==> config.mk <==
export PLATFORM = sky130hd
export DESIGN_NAME = prn_port_ctrl
export DESIGN_NICKNAME = d
export VERILOG_FILES = /design/src/rtl/prn_port_pkg.sv /design/src/rtl/prn_addr_decode.sv /design/src/rtl/prn_sync.sv /design/src/rtl/prn_port_regs.sv /design/src/rtl/prn_rd_mux.sv /design/src/rtl/prn_port_ctrl.sv
export SDC_FILE = /design/constraint.sdc
export NUM_CORES = 1
export LEC_CHECK = 0
export CAP_MARGIN = 20
export CORE_MARGIN = 4
export CORE_UTILIZATION = 30
export CTS_BUF_LIST = sky130_fd_sc_hd__clkbuf_8
export CTS_CLUSTER_SIZE = 28
export DETAILED_ROUTE_END_ITERATION = 8
export GPL_ROUTABILITY_DRIVEN = 0
export SYNTH_ARGS = -nofsm -noshare
export SYNTH_HDL_FRONTEND = slang
export SYNTH_SLANG_ARGS = --single-unit
==> constraint.sdc <==
create_clock -name clk -period 4.8 [get_ports clk]
set_input_delay 1.44 -clock clk [delete_from_list [all_inputs] [get_ports clk]]
set_output_delay 1.44 -clock clk [all_outputs]
set_load 0.01 [all_outputs]
==> src/rtl/prn_port_pkg.sv <==
package prn_port_pkg;

   typedef enum logic [1:0] {
      PSEL_NONE = 2'd0,
      PSEL_DATA = 2'd1,
      PSEL_STAT = 2'd2,
      PSEL_CTRL = 2'd3
   } port_sel_e;

   localparam int unsigned PORT_COUNT = 3;

endpackage

==> src/rtl/prn_addr_decode.sv <==
module prn_addr_decode
   import prn_port_pkg::*;
#(
   parameter int unsigned ADDR_W    = 10,
   parameter int unsigned BASE_ADDR = 10'h378
) (
   input  logic [ADDR_W-1:0] io_addr,
   input  logic              io_sel,
   output port_sel_e         port_sel
);

   localparam logic [ADDR_W-1:0] BASE_V = ADDR_W'(BASE_ADDR);

   logic [ADDR_W-1:0] offset;

   always_comb begin
      offset   = io_addr - BASE_V;
      port_sel = PSEL_NONE;
      if (io_sel) begin
         unique case (offset)
            ADDR_W'(0): port_sel = PSEL_DATA;
            ADDR_W'(1): port_sel = PSEL_STAT;
            ADDR_W'(2): port_sel = PSEL_CTRL;
            default:    port_sel = PSEL_NONE;
         endcase
      end
   end

endmodule

==> src/rtl/prn_sync.sv <==
module prn_sync #(
   parameter int unsigned STAGES = 2
) (
   input  logic clk,
   input  logic rst_n,
   input  logic d_async,
   output logic q_sync
);

   logic [STAGES-1:0] chain_q;

   always_ff @(posedge clk or negedge rst_n) begin
      if (!rst_n) chain_q[0] <= 1'b0;
      else        chain_q[0] <= d_async;
   end

   for (genvar i = 1; i < STAGES; i++) begin : g_stage
      always_ff @(posedge clk or negedge rst_n) begin
         if (!rst_n) chain_q[i] <= 1'b0;
         else        chain_q[i] <= chain_q[i-1];
      end
   end

   assign q_sync = chain_q[STAGES-1];

endmodule

==> src/rtl/prn_port_regs.sv <==
module prn_port_regs
   import prn_port_pkg::*;
#(
   parameter int unsigned DATA_W = 8
) (
   input  logic              clk,
   input  logic              rst_n,
   input  logic              io_wr,
   input  port_sel_e         port_sel,
   input  logic [DATA_W-1:0] io_wdata,
   output logic [DATA_W-1:0] data_q,
   output logic [DATA_W-1:0] ctrl_q
);

   logic data_we;
   logic ctrl_we;

   assign data_we = io_wr && (port_sel == PSEL_DATA);
   assign ctrl_we = io_wr && (port_sel == PSEL_CTRL);

   always_ff @(posedge clk or negedge rst_n) begin
      if (!rst_n)       data_q <= '0;
      else if (data_we) data_q <= io_wdata;
   end

   always_ff @(posedge clk or negedge rst_n) begin
      if (!rst_n)       ctrl_q <= '0;
      else if (ctrl_we) ctrl_q <= io_wdata;
   end

endmodule

==> src/rtl/prn_rd_mux.sv <==
module prn_rd_mux
   import prn_port_pkg::*;
#(
   parameter int unsigned DATA_W    = 8,
   parameter int unsigned READY_BIT = 7,
   parameter bit          RDATA_REG = 1'b0
) (
   input  logic              clk,
   input  logic              rst_n,
   input  logic              io_rd,
   input  port_sel_e         port_sel,
   input  logic [DATA_W-1:0] data_q,
   input  logic [DATA_W-1:0] ctrl_q,
   input  logic              ready_sync,
   output logic [DATA_W-1:0] io_rdata
);

   logic [DATA_W-1:0] status_w;
   logic [DATA_W-1:0] rd_next;

   always_comb begin
      status_w            = '0;
      status_w[READY_BIT] = ready_sync;
   end

   always_comb begin
      rd_next = '0;
      if (io_rd) begin
         unique case (port_sel)
            PSEL_DATA: rd_next = data_q;
            PSEL_STAT: rd_next = status_w;
            PSEL_CTRL: rd_next = ctrl_q;
            default:   rd_next = '0;
         endcase
      end
   end

   if (RDATA_REG) begin : g_rd_reg
      logic [DATA_W-1:0] rd_q;
      always_ff @(posedge clk or negedge rst_n) begin
         if (!rst_n) rd_q <= '0;
         else        rd_q <= rd_next;
      end
      assign io_rdata = rd_q;
   end else begin : g_rd_comb
      logic unused_clk;
      assign unused_clk = clk ^ rst_n;
      assign io_rdata   = rd_next;
   end

endmodule

==> src/rtl/prn_port_ctrl.sv <==
module prn_port_ctrl
   import prn_port_pkg::*;
#(
   parameter int unsigned ADDR_W      = 10,
   parameter int unsigned DATA_W      = 8,
   parameter int unsigned BASE_ADDR   = 10'h378,
   parameter int unsigned SYNC_STAGES = 2,
   parameter int unsigned READY_BIT   = 7,
   parameter int unsigned STROBE_BIT  = 0,
   parameter bit          RDATA_REG   = 1'b0
) (
   input  logic              clk,
   input  logic              rst_n,
   input  logic [ADDR_W-1:0] io_addr,
   input  logic              io_sel,
   input  logic              io_rd,
   input  logic              io_wr,
   input  logic [DATA_W-1:0] io_wdata,
   output logic [DATA_W-1:0] io_rdata,
   output logic [DATA_W-1:0] prn_data,
   output logic              prn_strobe,
   input  logic              prn_ready
);

   localparam longint unsigned ADDR_SPAN = 64'd1 << ADDR_W;
   localparam longint unsigned LAST_PORT = BASE_ADDR + PORT_COUNT - 1;

   if (LAST_PORT >= ADDR_SPAN) begin : g_bad_base
      $error("port window runs past the top of the address space");
   end
   if (SYNC_STAGES < 2) begin : g_bad_sync
      $error("ready synchroniser needs at least two stages");
   end
   if (READY_BIT >= DATA_W || STROBE_BIT >= DATA_W) begin : g_bad_bit
      $error("status or strobe bit outside the data width");
   end

   port_sel_e         port_sel;
   logic [DATA_W-1:0] data_q;
   logic [DATA_W-1:0] ctrl_q;
   logic              ready_sync;

   prn_addr_decode #(
      .ADDR_W    (ADDR_W),
      .BASE_ADDR (BASE_ADDR)
   ) u_dec (
      .io_addr  (io_addr),
      .io_sel   (io_sel),
      .port_sel (port_sel)
   );

   prn_sync #(
      .STAGES (SYNC_STAGES)
   ) u_sync (
      .clk     (clk),
      .rst_n   (rst_n),
      .d_async (prn_ready),
      .q_sync  (ready_sync)
   );

   prn_port_regs #(
      .DATA_W (DATA_W)
   ) u_regs (
      .clk      (clk),
      .rst_n    (rst_n),
      .io_wr    (io_wr),
      .port_sel (port_sel),
      .io_wdata (io_wdata),
      .data_q   (data_q),
      .ctrl_q   (ctrl_q)
   );

   prn_rd_mux #(
      .DATA_W    (DATA_W),
      .READY_BIT (READY_BIT),
      .RDATA_REG (RDATA_REG)
   ) u_rd (
      .clk        (clk),
      .rst_n      (rst_n),
      .io_rd      (io_rd),
      .port_sel   (port_sel),
      .data_q     (data_q),
      .ctrl_q     (ctrl_q),
      .ready_sync (ready_sync),
      .io_rdata   (io_rdata)
   );

   assign prn_data   = data_q;
   assign prn_strobe = ctrl_q[STROBE_BIT];

endmodule

; Word-level counts from Yosys, hierarchy flattened
; Cells that the tools add are included.
[op_classes]
add_sub_neg = 1
mul = 0
div_mod_pow = 0
order_cmp = 0
n_eq_ne = 5
shifts = 0
muxes = 4
bitwise = 0
reduce_logical = 3
[ops]
columns = op, n
row1 = case mux 8 bit (3 select lines), 1
row2 = "== test 10 x 1 -> 1 bit, second input constant", 1
row3 = "== test 10 x 2 -> 1 bit, second input constant", 1
row4 = logical NOT 10 bit, 1
row5 = "subtractor 10 bit, second input constant", 1
row6 = 2-to-1 mux 8 bit, 1
row7 = case mux 2 bit (3 select lines), 1
row8 = "== test 2 bit, second input constant", 2
row9 = "== test 2 x 1 -> 1 bit, second input constant", 1
row10 = logical AND 1 bit, 2
row11 = 2-to-1 mux 2 bit, 1
[word_totals]
reg_bits = 18
latch_bits = 0
ramBits = 0
rom_bits = 0
in_bits = 24
output_inout_bits = 17
elab_cells = 17
n_memories = 0

; Depth between registers and ports, before layout
[depth]
ltp_word = 7
depth_mapped = 7

; Hierarchy
; From an unflattened synthesis, not the netlist that was laid out.
[unflattened]
hier_cells = 75
hier_area_um2 = 973.4
[by_module_without_submodules]
columns = module, instances, cells_each, area_each_um2
row1 = prn_port_regs, 1, 34, 618.1
row2 = prn_addr_decode, 1, 19, 162.7
row3 = prn_rd_mux, 1, 20, 142.6
row4 = prn_sync, 1, 2, 50.0

; Worst setup path before layout
; Ideal clock, no wire load.
[synth_path]
path_type = input to output
from = input io_addr[3]
to = output io_rdata[0]
arrival_ns = 3.154
required_time_ns = 3.360
slack_ns = 0.206
stages = 7
cell_sequence = ha_1 a211oi_1 a31oi_1 o311a_4 or4_1 clkbuf_1 nor2_1
[synth_between]
elab_chain_cells = 7
[synth_rtl]
columns = item, line_no
row1 = from (decl), prn_port_ctrl.sv:14  ; input logic [ADDR_W-1:0] io_addr,
row2 = subtractor 10 bit (*), prn_addr_decode.sv:17  ; offset = io_addr - BASE_V;
row3 = == test 10 x 2 -> 1 bit (tied with other cells), prn_addr_decode.sv:20  ; unique case (offset)
row4 = case mux 2 bit (3 select lines) (*), prn_addr_decode.sv:20
row5 = 2-to-1 mux 2 bit (*), prn_addr_decode.sv:19  ; if (io_sel) begin
row6 = == test 2 bit or == test 2 x 1 -> 1 bit (tied branches), prn_rd_mux.sv:29  ; unique case (port_sel)
row7 = case mux 8 bit (3 select lines) (*), prn_rd_mux.sv:29
row8 = 2-to-1 mux 8 bit (*), prn_rd_mux.sv:28  ; if (io_rd) begin
row9 = to (decl), prn_port_ctrl.sv:19  ; output logic [DATA_W-1:0] io_rdata,
; Mark *: on every way between the ends. The rest lies on a longest branch, timed or not.

; Final worst setup path
[layout_path]
from = input io_addr[4]
to = output io_rdata[3]
; The elaborated chain is that of the path after synthesis.

==> flow_summary.json <==
{
  "status": "finished, final reports clean",
  "synthToLayoutAreaGrowth_pct": 61.3,
  "dp_slack_ps": -784,
  "drv_cap": 0,
  "finalCriticalPeriod_ps": 4630,
  "clk_latency_ps": 250,
  "root_buffer": "clkbuf_8",
  "leakage_nw": 0.748,
  "ys_types": 21,
  "powerDensity_mw_per_mm2": 211,
  "overflow": 0,
  "maxSlewHeadroom_pct": 47.2,
  "dieWidth_um": 64.5,
  "grt_max_degree": 19,
  "finalClockSkew_ps": 0.312,
  "cp.arrival_ps": 3190,
  "std_cell_rows": 20,
  "synthSimpleGateAreaFrac_pct": 17.3,
  "muxShareOfSynthArea_pct": 28.3,
  "syn_inst": 79,
  "grt_usage_pct": 12.5,
  "busiest_layer": "met2",
  "power_uw": 325,
  "grt_pass1_wl_um": 4170,
  "synth_top_family_by_area": "multiplexers",
  "required_ps": 3360,
  "layout_common_cells": "25 x clkdlybuf4s50_1, 18 x dfrtp_1, 14 x mux2_2, 11 x buf_4, 9 x mux2i_1",
  "drt_wl_total_um": 2350,
  "yosysWarnings": 0,
  "start_util_pct": 31.3,
  "max_freq_mhz": 216,
  "post_cts_buffers": 0,
  "cts_buffers": 3,
  "instances_no_fill": 176,
  "drt_iter0_drc": 9,
  "syn_area_um2": 956,
  "cts_tree": "built",
  "core_area_mm2": 0.00305,
  "path_class": "in2out",
  "dieArea_mm2": 0.00415,
  "worstHoldPathType": "reg2reg",
  "grt_pass1_vias": 937,
  "worstPathMaxFanout": 7,
  "drt-wirelength-per-cell_um": 13.4,
  "vias": 818,
  "synthXorXnorAreaFrac_pct": 0,
  "ys_seq_elements": 18,
  "clkPwrFrac_pct": 37.2,
  "firstDrtPassIters": 4,
  "syn-num-nets": 104,
  "dp.cells": 172,
  "pwr-share-seq_pct": 47.6,
  "power.switching_uw": 68.9,
  "use_met1_pct": 15.5,
  "combPwrFrac_pct": 15.2,
  "final_area_mm2": 0.00154,
  "use_met2_pct": 20.4,
  "clk_pin_slew_ps": 70,
  "drive_gt1_share_pct": 37.9,
  "cp-start-kind": "input pin",
  "syn_avg_cell_area_um2": 12.1,
  "finalNetCount": 158,
  "p_sw_share_pct": 21.2,
  "cts_sinks": 18,
  "vias_per_cell": 4.65,
  "end_kind": "primary output",
  "clk_path_buf_depth": 2,
  "fin_ws_ps": 170,
  "antenna_found_initial": 0,
  "final-setup-viol-count": 0,
  "die_y_um": 64.5,
  "global_route.usage.met3_pct": 4.51,
  "rsz0062_at_grt": "false",
  "synth-compound-area-share_pct": 4.84,
  "fin_util_pct": 50.5,
  "p_int_uw": 256,
  "placed_area_mm2": 0.00149,
  "drv_slew": 0,
  "ff2ff_setup_slack_ps": 3990,
  "ir_drop_mv": 0.153,
  "tightest_slew_ps": 789,
  "ant_nets": 0,
  "io_buffers": 40,
  "layout_commonest_cell": "clkdlybuf4s50_1",
  "ys_seq_area_share_pct": 47.1,
  "cts_max_level": 1,
  "drc": 0,
  "hold_viol_final": 0,
  "min_period_over_period_pct": 96.5,
  "num_antenna_cells": 0,
  "top_level_ports": 41,
  "post-dp-hpwl_um": 1820,
  "synth_fa_ha_area_share_pct": 1.31
}
-- layout make-up --
| cell class | instances | area, um2 |
|---|---|---|
| Inverter | 1 | 3.75 |
| Multi-Input combinational cell | 58 | 528 |
| Clock buffer | 4 | 55.1 |
| Sequential cell | 18 | 450 |
| Timing Repair Buffer | 51 | 449 |
| Fill cell | 311 | 1510 |
| Tap cell | 44 | 55.1 |
-- power groups by stage --
| stage | Combinational [mW] | Clock [mW] | Sequential, mW |
|---|---|---|---|
| 5_1_grt | 0.0540 | 0.135 | 0.155 |
| 6_report | 0.0493 | 0.121 | 0.155 |
| 4_1_cts | 0.0506 | 0.125 | 0.155 |
| 3_3_place_gp | 0.0497 | 0 | 0.157 |
| 3_5_place_dp | 0.0500 | 0 | 0.158 |
| 2_1_floorplan | 0.0146 | 0 | 0.158 |
-- repair_timing --
action                                  in CTS  in global routing
hold buffers                                 0                  0
endpoints found under the setup margin       8                  8
pin swaps                                    9                  6
resized for setup                           38                 12
-- synthesized netlist by cell type, drive strengths merged --
cell / number / area [um2]
o311a: 1 / 21.3
dfrtp: 18 / 450
nand3b: 2 / 15.0
nand4: 1 / 6.26
inv: 1 / 3.75
or4: 1 / 7.51
ha: 1 / 12.5
mux2i: 9 / 90.1
nand2b: 3 / 18.8
nand2: 4 / 15.0
nor2: 9 / 33.8
a31oi: 2 / 12.5
clkbuf: 2 / 7.51
a211oi: 1 / 7.51
o21ai: 1 / 5.00
nor4: 3 / 48.8
nand3: 2 / 10.0
mux2: 16 / 180
nor3: 2 / 10.0
-- cell families after synthesis --
kind of cell	Yosys count
AND/OR/NAND/NOR	27
multiplexers	25
flip-flops	18
AO/OA/AOI/OAI	5
buffers and inverters	3
adder cells (fa/ha/maj)	1
-- worst max-delay path, stage by stage --
cell	delay [ps]
clkbuf_2	100
ha_2	180
a211oi_2	160
a31oi_1	80
o311a_4	320
or4_4	630
nor2_2	140
buf_2	130
-- sequential cells by signal (all words and copies together) (netlist names) --
| signal | cells |
|---|---|
| u_regs.ctrl_q | 8 |
| u_sync.chain_q | 1 |
| u_sync.q_sync | 1 |
| u_regs.data_q | 8 |
-- final timing paths --
path / from / end / cells past startpoint
setup / recovery: io_addr[4] / io_rdata[3] / 8
hold / removal: u_sync.chain_q[0] / u_sync.q_sync / 0
setup reg to reg: u_regs.data_q[3] / u_regs.data_q[3] / 1
hold reg to reg: u_sync.chain_q[0] / u_sync.q_sync / 0
max in group asynchronous: rst_n / u_regs.data_q[3] / 1
min in group asynchronous: rst_n / u_regs.ctrl_q[4] / 1
-- metrics by stage --
stage	TNS [ps]	hold slack (ps)
final	0	348
after global routing	0	354
after CTS	0	352
after detailed placement	-5790	336
after global placement	-5520	333
after floorplan	0	331
-- per-layer routing --
layer  up-vias  share of wire (%)
li1        393                  -
met1       390                 45
met2        33                 46
met3         2                8.4
met4         0               0.30
met5         -                  0
Power figures use the tool's default switching activity.
